`src/rtl/prd_walk_pkg.sv`:
```
package prd_walk_pkg;
  localparam int PRD_BYTES  = 16;
  localparam int PRD_AW     = 32;
  localparam int PRD_LW     = 32;
  localparam int PRD_MW     = 4;
  localparam int FLG_ORD    = 4;
  localparam int FLG_OUT    = 5;
  localparam int FLG_LAST   = 7;
  localparam logic [7:0] RSP_OK      = 8'h01;
  localparam logic [7:0] RSP_BUS_ERR = 8'h03;
  localparam logic [7:0] RSP_DEV_ERR = 8'h09;

  typedef enum logic [2:0] {
    ST_IDLE, ST_FETCH, ST_ISSUE, ST_WAIT, ST_RESP
  } walk_state_e;

  typedef struct packed {
    logic [PRD_AW-1:0] buf_addr;
    logic [PRD_LW-1:0] len_units;
    logic              last;
    logic              outward;
    logic              ordered;
    logic [PRD_MW-1:0] mode;
    logic [PRD_AW-1:0] next_addr;
  } prd_fields_t;
endpackage

```
`src/rtl/prd_byte_fetch.sv`:
```
module prd_byte_fetch #(
  parameter int NBYTES = 16,
  parameter int AW     = 32
) (
  input  logic                  clk,
  input  logic                  rst_n,
  input  logic                  go,
  input  logic [AW-1:0]         base,
  output logic                  rd_req,
  output logic [AW-1:0]         rd_addr,
  input  logic                  rd_rvalid,
  input  logic [7:0]            rd_rdata,
  output logic                  done,
  output logic [NBYTES-1:0][7:0] bytes
);
  localparam int IW = $clog2(NBYTES);
  localparam logic [IW-1:0] LAST_IDX = IW'(NBYTES - 1);

  logic          active_q, active_d;
  logic [IW-1:0] idx_q, idx_d;
  logic [AW-1:0] base_q;
  logic          cap;

  assign cap = active_q && rd_rvalid;

  always_comb begin
    active_d = active_q;
    idx_d    = idx_q;
    done     = 1'b0;
    if (go) begin
      active_d = 1'b1;
      idx_d    = '0;
    end else if (cap) begin
      idx_d = idx_q + IW'(1);
      if (idx_q == LAST_IDX) begin
        active_d = 1'b0;
        done     = 1'b1;
      end
    end
  end

  always_ff @(posedge clk or negedge rst_n) begin
    if (!rst_n) begin
      active_q <= 1'b0;
      idx_q    <= '0;
    end else begin
      active_q <= active_d;
      idx_q    <= idx_d;
    end
  end

  always_ff @(posedge clk or negedge rst_n) begin
    if (!rst_n)  base_q <= '0;
    else if (go) base_q <= base;
  end

  for (genvar g = 0; g < NBYTES; g++) begin : g_byte
    always_ff @(posedge clk or negedge rst_n) begin
      if (!rst_n)                          bytes[g] <= '0;
      else if (cap && idx_q == IW'(g))     bytes[g] <= rd_rdata;
    end
  end

  assign rd_req  = active_q;
  assign rd_addr = base_q + AW'(idx_q);
endmodule

```
`src/rtl/prd_field_decode.sv`:
```
module prd_field_decode
  import prd_walk_pkg::*;
(
  input  logic [PRD_BYTES-1:0][7:0] raw,
  output prd_fields_t               f
);
  always_comb begin
    for (int k = 0; k < 4; k++) begin
      f.buf_addr[8*k +: 8]  = raw[k];
      f.len_units[8*k +: 8] = raw[4 + k];
      f.next_addr[8*k +: 8] = raw[12 + k];
    end
    f.last    = raw[8][FLG_LAST];
    f.outward = raw[8][FLG_OUT];
    f.ordered = raw[8][FLG_ORD];
    f.mode    = raw[9][PRD_MW-1:0];
  end
endmodule

```
`src/rtl/prd_walk_ctrl.sv`:
```
module prd_walk_ctrl
  import prd_walk_pkg::*;
#(
  parameter int ALIGN_BITS = 3
) (
  input  logic              clk,
  input  logic              rst_n,
  input  logic              start,
  input  logic [PRD_AW-1:0] first_addr,
  input  logic [PRD_AW-1:0] pkt_addr,
  input  logic              fetch_done,
  input  prd_fields_t       f,
  output logic              fetch_go,
  output logic [PRD_AW-1:0] fetch_base,
  output logic              xfer_valid,
  input  logic              xfer_ready,
  input  logic              xfer_done,
  input  logic              xfer_err,
  output logic              wr_valid,
  input  logic              wr_ready,
  output logic [PRD_AW-1:0] wr_addr,
  output logic [7:0]        wr_data,
  output logic              busy
);
  walk_state_e       state_q, state_d;
  logic [PRD_AW-1:0] pkt_q;
  logic              pkt_en;
  logic [7:0]        rsp_q, rsp_d;

  function automatic logic misaligned(input logic [PRD_AW-1:0] a);
    return |a[ALIGN_BITS-1:0];
  endfunction

  always_comb begin
    state_d  = state_q;
    rsp_d    = rsp_q;
    pkt_en   = 1'b0;
    fetch_go = 1'b0;
    unique case (state_q)
      ST_IDLE: if (start) begin
        pkt_en = 1'b1;
        if (misaligned(first_addr)) begin
          rsp_d   = RSP_BUS_ERR;
          state_d = ST_RESP;
        end else begin
          fetch_go = 1'b1;
          state_d  = ST_FETCH;
        end
      end
      ST_FETCH: if (fetch_done) state_d = ST_ISSUE;
      ST_ISSUE: if (xfer_ready) state_d = ST_WAIT;
      ST_WAIT: if (xfer_done) begin
        if (xfer_err) begin
          rsp_d   = RSP_DEV_ERR;
          state_d = ST_RESP;
        end else if (f.last) begin
          rsp_d   = RSP_OK;
          state_d = ST_RESP;
        end else if (misaligned(f.next_addr)) begin
          rsp_d   = RSP_BUS_ERR;
          state_d = ST_RESP;
        end else begin
          fetch_go = 1'b1;
          state_d  = ST_FETCH;
        end
      end
      ST_RESP: if (wr_ready) state_d = ST_IDLE;
      default: state_d = ST_IDLE;
    endcase
  end

  always_ff @(posedge clk or negedge rst_n) begin
    if (!rst_n) begin
      state_q <= ST_IDLE;
      rsp_q   <= '0;
    end else begin
      state_q <= state_d;
      rsp_q   <= rsp_d;
    end
  end

  always_ff @(posedge clk or negedge rst_n) begin
    if (!rst_n)      pkt_q <= '0;
    else if (pkt_en) pkt_q <= pkt_addr;
  end

  assign fetch_base = (state_q == ST_IDLE) ? first_addr : f.next_addr;
  assign xfer_valid = (state_q == ST_ISSUE);
  assign wr_valid   = (state_q == ST_RESP);
  assign wr_addr    = pkt_q;
  assign wr_data    = rsp_q;
  assign busy       = (state_q != ST_IDLE);
endmodule

```
`src/rtl/prd_chain_walker.sv`:
```
module prd_chain_walker
  import prd_walk_pkg::*;
#(
  parameter int ALIGN_BITS = 3,
  parameter int LEN_SHIFT  = 3,
  localparam int BYTES_W   = PRD_LW + LEN_SHIFT
) (
  input  logic               clk,
  input  logic               rst_n,
  input  logic               start,
  input  logic [PRD_AW-1:0]  first_prd_addr,
  input  logic [PRD_AW-1:0]  pkt_addr,
  output logic               busy,
  output logic               rd_req,
  output logic [PRD_AW-1:0]  rd_addr,
  input  logic               rd_rvalid,
  input  logic [7:0]         rd_rdata,
  output logic               xfer_valid,
  input  logic               xfer_ready,
  output logic [PRD_AW-1:0]  xfer_addr,
  output logic [BYTES_W-1:0] xfer_bytes,
  output logic               xfer_to_dev,
  output logic               xfer_ordered,
  output logic [PRD_MW-1:0]  xfer_mode,
  input  logic               xfer_done,
  input  logic               xfer_err,
  output logic               wr_valid,
  input  logic               wr_ready,
  output logic [PRD_AW-1:0]  wr_addr,
  output logic [7:0]         wr_data
);
  logic                      fetch_go, fetch_done;
  logic [PRD_AW-1:0]         fetch_base;
  logic [PRD_BYTES-1:0][7:0] raw;
  prd_fields_t               f;

  prd_byte_fetch #(.NBYTES(PRD_BYTES), .AW(PRD_AW)) u_fetch (
    .clk(clk), .rst_n(rst_n), .go(fetch_go), .base(fetch_base),
    .rd_req(rd_req), .rd_addr(rd_addr), .rd_rvalid(rd_rvalid),
    .rd_rdata(rd_rdata), .done(fetch_done), .bytes(raw)
  );

  prd_field_decode u_dec (.raw(raw), .f(f));

  prd_walk_ctrl #(.ALIGN_BITS(ALIGN_BITS)) u_ctrl (
    .clk(clk), .rst_n(rst_n), .start(start), .first_addr(first_prd_addr),
    .pkt_addr(pkt_addr), .fetch_done(fetch_done), .f(f),
    .fetch_go(fetch_go), .fetch_base(fetch_base),
    .xfer_valid(xfer_valid), .xfer_ready(xfer_ready),
    .xfer_done(xfer_done), .xfer_err(xfer_err),
    .wr_valid(wr_valid), .wr_ready(wr_ready),
    .wr_addr(wr_addr), .wr_data(wr_data), .busy(busy)
  );

  assign xfer_addr    = f.buf_addr;
  assign xfer_bytes   = {f.len_units, {LEN_SHIFT{1'b0}}};
  assign xfer_to_dev  = f.outward;
  assign xfer_ordered = f.ordered;
  assign xfer_mode    = f.mode;
endmodule

```
`config.mk`:
```
export PLATFORM = sky130hd
export DESIGN_NAME = prd_chain_walker
export DESIGN_NICKNAME = d
export VERILOG_FILES = /design/src/rtl/prd_walk_pkg.sv /design/src/rtl/prd_byte_fetch.sv /design/src/rtl/prd_field_decode.sv /design/src/rtl/prd_walk_ctrl.sv /design/src/rtl/prd_chain_walker.sv
export SDC_FILE = /design/constraint.sdc
export NUM_CORES = 1
export LEC_CHECK = 0
export BUFFER_PORTS_ARGS = -buffer_cell sky130_fd_sc_hd__buf_2
export CORE_MARGIN = 5
export CORE_UTILIZATION = 53
export CTS_CLUSTER_DIAMETER = 100
export DETAILED_ROUTE_END_ITERATION = 12
export GPL_ROUTABILITY_DRIVEN = 0
export GPL_TIMING_DRIVEN = 0
export MAX_ROUTING_LAYER = met4
export PLACE_DENSITY = 0.88
export SYNTH_ARGS = -nofsm -noshare
export SYNTH_HDL_FRONTEND = slang
export SYNTH_SLANG_ARGS = --single-unit
export TNS_END_PERCENT = 5
```
`constraint.sdc`:
```
create_clock -name clk -period 2.3 [get_ports clk]
set_input_delay 0.23 -clock clk [delete_from_list [all_inputs] [get_ports clk]]
set_output_delay 0.23 -clock clk [all_outputs]
set_load 0.02 [all_outputs]
```
=== After elaboration in Yosys (flattened, before gate mapping) ===
Cells that the tools add are included.

* Bits in registers: 188
* Latch bits: 0
* Bits in writable memories: 0
* ROM bits: 0
* Bits of input ports: 80
* Output and inout port bits: 149
* Word-level logic and storage cells: 107
* Memories: 0

* Add/sub/neg operators: 2
* Multipliers: 0
* Div/mod/pow operators: 0
* Order comparisons: 0
* Equality and inequality tests: 24
* Shifts and indexed selects: 0
* Mux-type cells: 35
* Bitwise logic cells: 0
* Reduce and logical (&&, ||, !) cells: 26

{| class="wikitable"
|+ Operators by type and width
! operator !! number
|-
| $mux W8 || 6
|-
| $add A32 B4 Y32 || 1
|-
| $mux W32 || 1
|-
| $mux W3 || 9
|-
| $eq A4 B4 Y1 const B || 6
|-
| $eq A4 B3 Y1 const B || 4
|-
| $pmux W8 S2 || 1
|-
| $logic_and A1 B1 Y1 || 15
|-
| $pmux W3 S5 || 1
|-
| $mux W1 || 14
|-
| $reduce_and A5 Y1 || 2
|-
| $eq A4 B2 Y1 const B || 2
|-
| $mux W4 || 2
|-
| $eq A3 B2 Y1 const B || 2
|-
| $ne A2 B1 Y1 const B || 3
|-
| $ne A2 B2 Y1 const B || 3
|-
| $reduce_bool A2 Y1 || 3
|-
| $reduce_or A3 Y1 || 2
|-
| $add A4 B1 Y4 const B || 1
|-
| $eq A4 B1 Y1 const B || 1
|-
| $logic_not A4 Y1 || 1
|-
| $ne A4 B3 Y1 const B || 1
|-
| $eq A3 B1 Y1 const B || 1
|-
| $eq A3 B3 Y1 const B || 1
|-
| other kinds (4) || 4
|}

=== Longest topological paths before layout ===
Gate-level depths: netlist of the first run.

* Depth after elaboration: 9
* Gate-level depth with buffers: 8
* Gate-level depth less buffers: 8

=== Hierarchy ===
From an unflattened synthesis of the first run, not the netlist that was laid out.

* Cell total of the unflattened synthesis: 739
* Area total of the unflattened synthesis: 9927.0 um^2

{| class="wikitable"
|+ By module, submodules not included
! module !! times used !! cells an instance !! area an instance (um^2) !! sequential area each (um^2)
|-
| prd_byte_fetch || 1 || 480 || 7035.5 || 4129.0
|-
| prd_walk_ctrl || 1 || 152 || 2092.0 || 950.9
|-
| prd_field_decode || 1 || 103 || 773.2 || 0.0
|-
| prd_chain_walker || 1 || 4 || 26.3 || 0.0
|}

=== Least setup slack after synthesis of the first run ===
OpenSTA, ideal clock, no wires.

* Path kind: flip-flop to output port
* Start point: register u_fetch.idx_q[0]
* End point: output port rd_addr[26]
* Arrival time: 2099 ps
* Required time: 2070 ps
* Setup slack: -29 ps
* Stages on the path, launching flop included: 9
* Path through: dfrtp_1 > ha_1 > inv_1 > fa_1 > nor2b_1 > o21a_1 > o211ai_1 > nor3_1 > xor2_1

* Word-level cells in the longest chain between the ends: 1

{| class="wikitable"
|+ RTL lines
! element !! line !! source
|-
| from (decl) || prd_byte_fetch.sv:20 || <nowiki>logic [IW-1:0] idx_q, idx_d;</nowiki>
|-
| from (signal assigned) || prd_byte_fetch.sv:48 || <nowiki>idx_q <= idx_d;</nowiki>
|-
| $add A32 B4 Y32 || prd_byte_fetch.sv:65 || <nowiki>assign rd_addr = base_q + AW'(idx_q);</nowiki>
|-
| to (decl) || prd_chain_walker.sv:15 || <nowiki>output logic [PRD_AW-1:0] rd_addr,</nowiki>
|}

No other way between the ends.

=== Worst setup path after layout of the first run ===
* Start point: register u_fetch.idx_q[0]
* End point: output port rd_addr[22]

The elaborated chain is that of the path after synthesis.

==> impl_metrics.py, run 1 <==
metrics = {
    "cells_and_area": {
        "fillerInstances": 1193,
        "final_common_cell": "buf_2",
        "seq_area_um2": 4459,
        "fin_nets": 1033,
        "multi_input_area_um2": 3400,
        "drive_above_1_share_pct": 54.08,
        "final_cell_mix": "201 x buf_2, 174 x dfrtp_1, 134 x mux2_2, 111 x buf_4, 59 x nand2_1",
        "final_cells": 1174,
        "syn2layout_area_growth_pct": 27.50,
    },
    "routing": {
        "post_drt_wl_per_cell_um": 17.79,
        "antenna_left": 0,
        "viasPerCell": 5.065,
        "dr.max_layer_used": "met4",
        "vias": 5946,
        "first_pass_iters": 4,
        "wl_met2_mm": 10.86,
        "met3RoutedLength_mm": 1.082,
        "drt-met1-wl_mm": 8.462,
        "drc": 0,
        "drt_iter0_markers": 276,
        "drt_wl_total_mm": 20.89,
    },
    "clocking": {
        "htree_levels": 4,
        "clock_latency_ns": 0.42,
        "root_buffer": "clkbuf_16",
        "cts_tree": "built",
        "clk_path_buf_depth": 2,
        "numCtsBuffers": 17,
        "clk_pin_slew_ns": 0.06,
        "clock_sinks": 178,
    },
    "yosys": {
        "synth-edff-count": 0,
        "synth_area_um2": 8477,
        "synth_flop_cell": "dfrtp_1",
        "netlist_instances": 686,
        "synth_top_area_share_pct": 52.55,
        "avgSynthCellArea_um2": 12.36,
        "synth_area_leaders": "dfrtp_1 53%, mux2_2 18%, buf_4 6.8%",
        "synth_seq_area_share_pct": 52.55,
        "synth-async-reset-ratio_pct": 100.0,
        "yosysTopAreaCell": "dfrtp_1",
        "synth-seq-cells": 178,
        "yosysWarnings": 0,
        "ys_types": 50,
    },
    "worst_setup_path": {
        "critPathLaunchType": "flop",
        "worst-path-max-fanout": 5,
        "cp-end-kind": "output pin",
        "arrival_ns": 2.44,
        "critical_path_class": "flop to output pin",
        "required_ns": 2.07,
    },
    "die": {
        "die_x_um": 136.5,
        "row_count": 46,
        "dieArea_um2": 18620,
        "die_h_um": 136.5,
        "initial_utilization_pct": 53.75,
        "core_area_um2": 15770,
        "pin_count": 229,
    },
    "sta": {
        "fin_hold_ws_ns": 0.03960,
        "fin_ws_ns": -0.3707,
        "slew_headroom_pct": 46.48,
        "hold_viol_final": 0,
        "finalCriticalPeriod_ns": 2.671,
        "finalSetupViolCount": 27,
        "rsz0062_at_grt": "true",
        "fin_skew_ns": 0.01310,
        "min_period_over_period_pct": 116.1,
        "fmax_ghz": 0.3744,
        "slew_viol_final": 0,
        "worst_slew_pin_slew_ns": 0.8028,
    },
    "power": {
        "clock_power_share_pct": 19.7,
        "p_leak_nw": 5.495,
        "pwr-share-seq_pct": 35.9,
        "intPower_mw": 9.600,
        "irDropWorstVdd_uv": 887.0,
        "combPwrFrac_pct": 44.3,
        "power_density_nw_per_um2": 1410,
        "p_sw_mw": 5.641,
        "p_sw_share_pct": 37.01,
    },
    "grt": {
        "overflow": 0,
        "antenna_found_initial": 2,
        "grt_pass1_vias": 6241,
        "grt_pass1_wl_mm": 32.40,
        "grt_use_total_pct": 23.50,
        "grt_start_max_net_pins": 106,
    },
    "outcome": {
        "violations": "negative setup slack",
        "status": "finished, violations left",
    },
    "placement": {
        "dp_hpwl_mm": 15.02,
        "port_buffers": 220,
        "dp_cells": 1130,
    },
    "min_path": {
        "hp-class": "input port to flop",
    },
    "run": {
        "drv_cap": 0,
    },
}
==> registers in the layout, indices dropped and copies added, names as in the netlist <==
register / count
u_ctrl.wr_data: 3
u_ctrl.wr_addr: 32
u_fetch.idx_q: 4
u_ctrl.state_q: 3
u_fetch.base_q: 32
u_fetch.bytes: 103
u_fetch.rd_req: 1
==> final cells by class <==
| cell class | count | area share (%) |
|---|---|---|
| flip-flops and latches | 178 | 41.26 |
| multi-input cells | 399 | 31.45 |
| repair buffers | 232 | 11.92 |
| plain buffers | 104 | 6.749 |
| clock buffers | 22 | 4.202 |
| well taps | 216 | 2.501 |
| clock inverters | 9 | 1.447 |
| inverters | 12 | 0.4168 |
| diodes | 2 | 0.04631 |
==> through the flow <==
stage / TNS (ns) / power [mW] / setup WS, ns / util (%) / instance area [um^2]
finish: -5.300 / 15.24 / -0.3707 / 68.53 / 10810
global route: -8.508 / 16.11 / -0.4842 / 68.53 / 10810
CTS: -8.808 / 15.24 / -0.5342 / 67.66 / 10670
detailed placement: -3.217 / 12.03 / -0.3459 / 62.85 / 9912
global placement: -318.52 / 11.78 / -1.786 / 62.61 / 9874
floorplan: -0.04637 / 9.984 / -0.02897 / - / 8503
==> power groups by stage <==
stage	clock, mW	sequential (mW)	combinational, mW
floorplan	0	5.66	4.33
global placement	0	5.41	6.37
detailed placement	0	5.51	6.52
CTS	3.06	5.47	6.71
global route	3.18	5.66	7.27
finish	3.01	5.48	6.75
==> metal layers <==
metal  track usage [%]  up-vias
li1                  -     2783
met1             28.15     2955
met2             39.73      172
met3             4.552       36
met4             8.287        0
met5                 -        -
==> cell families after synthesis <==
kind of cell               synth area share, %
DFF                                      52.55
muxes                                    21.36
and+or+nand+nor                          8.458
buffers and inverters                    9.107
AOI/OAI and AO/OA                        3.572
xor gates and xnor gates                 3.498
adders and majority gates                1.417
other                                  0.04424
==> what timing repair did <==
item                       4_1_cts  5_1_grt
resized for setup               33       23
hold endpoints to repair        74        0
buffers inserted                 3        6
hold buffers                     2        0
pin swaps                        7       12
setup endpoints to repair       29       29
==> path summary, 6_finish.rpt <==
path / startpoint / to / slack, ns / cells after the start
worst max-delay path: u_fetch.idx_q[0] / rd_addr[22] / -0.37 / 10
worst min-delay path: pkt_addr[25] / u_ctrl.wr_addr[25] / 0.04 / 2
worst max register to register: u_ctrl.state_q[2] / u_fetch.base_q[9] / 0.21 / 8
worst min register to register: u_ctrl.wr_addr[25] / u_ctrl.wr_addr[25] / 0.50 / 1
max in group asynchronous: rst_n / u_fetch.idx_q[3] / 1.04 / 3
min in group asynchronous: rst_n / u_ctrl.wr_addr[24] / 0.35 / 2
==> cell usage after synthesis (all sizes together) (7+ instances only) <==
| library cell | count |
|---|---|
| and2 | 8 |
| mux2i | 29 |
| mux2 | 135 |
| inv | 12 |
| nand4 | 8 |
| xor2 | 11 |
| o21ai | 33 |
| nor2 | 16 |
| clkbuf | 14 |
| nand2 | 59 |
| buf | 90 |
| nand3 | 12 |
| nor3 | 7 |
| xnor2 | 22 |
| ha | 8 |
| dfrtp | 178 |
==> worst max-delay path: stages (launching register included) <==
cell and delay, ns:
dfrtp_2 0.39, ha_4 0.14, inv_2 0.03, fa_2 0.35, nor2b_1 0.12, o21a_2 0.20
o211ai_1 0.11, buf_4 0.19, nor2_1 0.14, xor2_1 0.16, buf_4 0.16
(Power assumes the default switching activity.)
==> run 2: changes to the inputs <==
Settings changed: CORE_UTILIZATION 53 to 55, MAX_ROUTING_LAYER met4 to default, PLACE_DENSITY 0.88 to 0.89, SYNTH_HIERARCHICAL from default to 1.
==> run 2 against run 1 <==
The flow still finishes with violations (negative setup slack). Sequential power down 2%. First-iteration DRC count increased by 10%. Core utilization rose by 3.7 points. Critical path depth fell by 1. Critical path type unchanged. Largest cell class unchanged. Largest power group unchanged.
==> impl_metrics.py, run 2 <==
metrics = {
    "power": {
        "pwr-share-seq_pct": 33.3,
        "p_sw_share_pct": 37.49,
        "combPwrFrac_pct": 48.3,
        "p_leak_nw": 5.997,
        "p_sw_mw": 6.016,
        "total_power_mw": 16.05,
        "power_density_nw_per_um2": 1388,
        "intPower_mw": 10.03,
        "irDropWorstVdd_uv": 851.2,
        "clock_power_share_pct": 18.4,
    },
    "clocking": {
        "clk_pin_slew_ns": 0.07,
        "htree_levels": 4,
        "clock_latency_ns": 0.43,
        "clock_sinks": 178,
        "numCtsBuffers": 17,
        "clk_path_buf_depth": 2,
        "cts_tree": "built",
        "root_buffer": "clkbuf_16",
    },
    "sta": {
        "fin_skew_ns": 0.01019,
        "slew_viol_final": 0,
        "setup-tns-final_ns": -6.808,
        "rsz0062_at_grt": "true",
        "finalCriticalPeriod_ns": 2.671,
        "slew_headroom_pct": 57.86,
        "worst_slew_pin_slew_ns": 0.6321,
        "hold_viol_final": 0,
        "fin_ws_ns": -0.3708,
        "min_period_over_period_pct": 116.1,
        "fin_hold_ws_ns": 0.02632,
        "fmax_ghz": 0.3744,
        "finalSetupViolCount": 28,
    },
    "grt": {
        "overflow": 0,
        "antenna_found_initial": 2,
        "grt_use_total_pct": 23.61,
        "grt_pass1_wl_mm": 35.85,
        "grt_start_max_net_pins": 108,
        "grt_pass1_vias": 6534,
    },
    "worst_setup_path": {
        "cp-end-kind": "output pin",
        "critical_path_class": "flop to output pin",
        "critPathMaxStageDelay_ns": 0.43,
        "required_ns": 2.07,
        "worst-path-max-fanout": 5,
        "cp_slowest_cell": "dfrtp_2",
        "arrival_ns": 2.44,
        "critPathLaunchType": "flop",
        "crit_chain": "ha_4 -> fa_2 -> a21o_1 -> a21oi_4 -> buf_8 -> buf_12 -> nor3_1 -> xor2_1 -> buf_4",
    },
    "cells_and_area": {
        "largest_register_ffs": 103,
        "seq_area_um2": 4463,
        "regMostFlops": "u_fetch/bytes",
        "final_common_cell": "buf_2",
        "postLayoutCoreUtil_pct": 72.24,
        "multi_input_area_um2": 3770,
        "fin_nets": 1042,
        "fillerInstances": 1098,
        "drive_above_1_share_pct": 61.70,
        "syn2layout_area_growth_pct": 28.25,
        "final_cell_mix": "199 x buf_2, 171 x dfrtp_1, 153 x buf_4, 121 x mux2_2, 49 x mux2_1",
    },
    "routing": {
        "drc": 0,
        "post_drt_wl_per_cell_um": 19.75,
        "viasPerCell": 5.216,
        "vias": 6176,
        "drt_iter0_markers": 304,
        "first_pass_iters": 4,
        "drt_wl_total_mm": 23.38,
        "antenna_left": 0,
    },
    "run": {
        "drv_cap": 0,
    },
    "yosys": {
        "yosysWarnings": 6,
        "netlist_instances": 687,
        "avgSynthCellArea_um2": 13.12,
        "synth_area_um2": 9012,
    },
    "die": {
        "dieArea_um2": 19050,
        "pin_count": 229,
        "core_area_um2": 16000,
        "die_x_um": 138.0,
        "die_h_um": 138.0,
        "initial_utilization_pct": 56.33,
        "row_count": 46,
    },
    "outcome": {
        "status": "finished, violations left",
        "violations": "negative setup slack",
    },
    "placement": {
        "port_buffers": 220,
        "dp_hpwl_mm": 15.97,
    },
    "min_path": {
        "hp-class": "input port to flop",
    },
}
run 2: repair_timing:
action                                  4_1_cts  5_1_grt
hold endpoints to repair                     71        0
endpoints found under the setup margin       67       44
buffers inserted                             17        3
gates resized for setup                      62       21
pin swaps                                    16       10
hold buffers                                  1        0
run 2: metal layers:
layer | share of wire (%) | GRT usage, % | vias to the layer above
li1 | - | - | 2814
met1 | 41 | 29.45 | 3093
met2 | 51 | 39.49 | 226
met3 | 6.3 | 7.069 | 43
met4 | 2.1 | 7.904 | 0
met5 | 0 | 0 | -
run 2: final timing paths:
check	from	endpoint	slack, ns	depth (start not counted)
worst max-delay path	u_fetch/idx_q[0]	rd_addr[10]	-0.37	9
worst min-delay path	pkt_addr[18]	u_ctrl/wr_addr[18]	0.03	2
worst max register to register	u_ctrl/state_q[1]	u_fetch/base_q[24]	0	8
worst min register to register	u_fetch/bytes[117]	u_fetch/bytes[117]	0.49	1
max in group asynchronous	rst_n	u_fetch/idx_q[2]	1.04	3
min in group asynchronous	rst_n	u_ctrl/wr_addr[12]	0.34	2
run 2: final cells by class:
class                      count  area share (%)
clock buffer                  19           3.919
buffer                       138           9.060
tap                          216           2.338
inverter                       5          0.1624
multi-input combinational    371           32.62
antenna                        2         0.04330
clock inverter                13           1.299
timing repair buffer         242           11.95
sequential                   178           38.61
run 2: per-stage QoR:
stage | worst slack, ns | instances | instance area [um^2]
global route | -0.4276 | 1183 | 11560
finish | -0.3708 | 1184 | 11560
detailed placement | -0.4949 | 1130 | 10450
global placement | -1.834 | 1129 | 10420
CTS | -0.3104 | 1179 | 11440
floorplan | -0.07652 | 693 | 9045
run 2: power groups by stage:
stage               clock [mW]  combinational, mW  sequential [mW]
floorplan                    0               4.79             5.43
global placement             0               6.78             5.29
detailed placement           0               6.93             5.39
CTS                       3.00               7.57             5.32
global route              3.16               8.21             5.50
finish                    2.96               7.74             5.35
run 2: worst max-delay path, delay by kind of cell (launching register included):
kind | cells | cell delay [ns]
fa+ha+maj | 2 | 0.54
buf+inv | 3 | 0.45
flops | 1 | 0.43
compound gates | 2 | 0.39
xor+xnor | 1 | 0.15
simple gates | 1 | 0.05
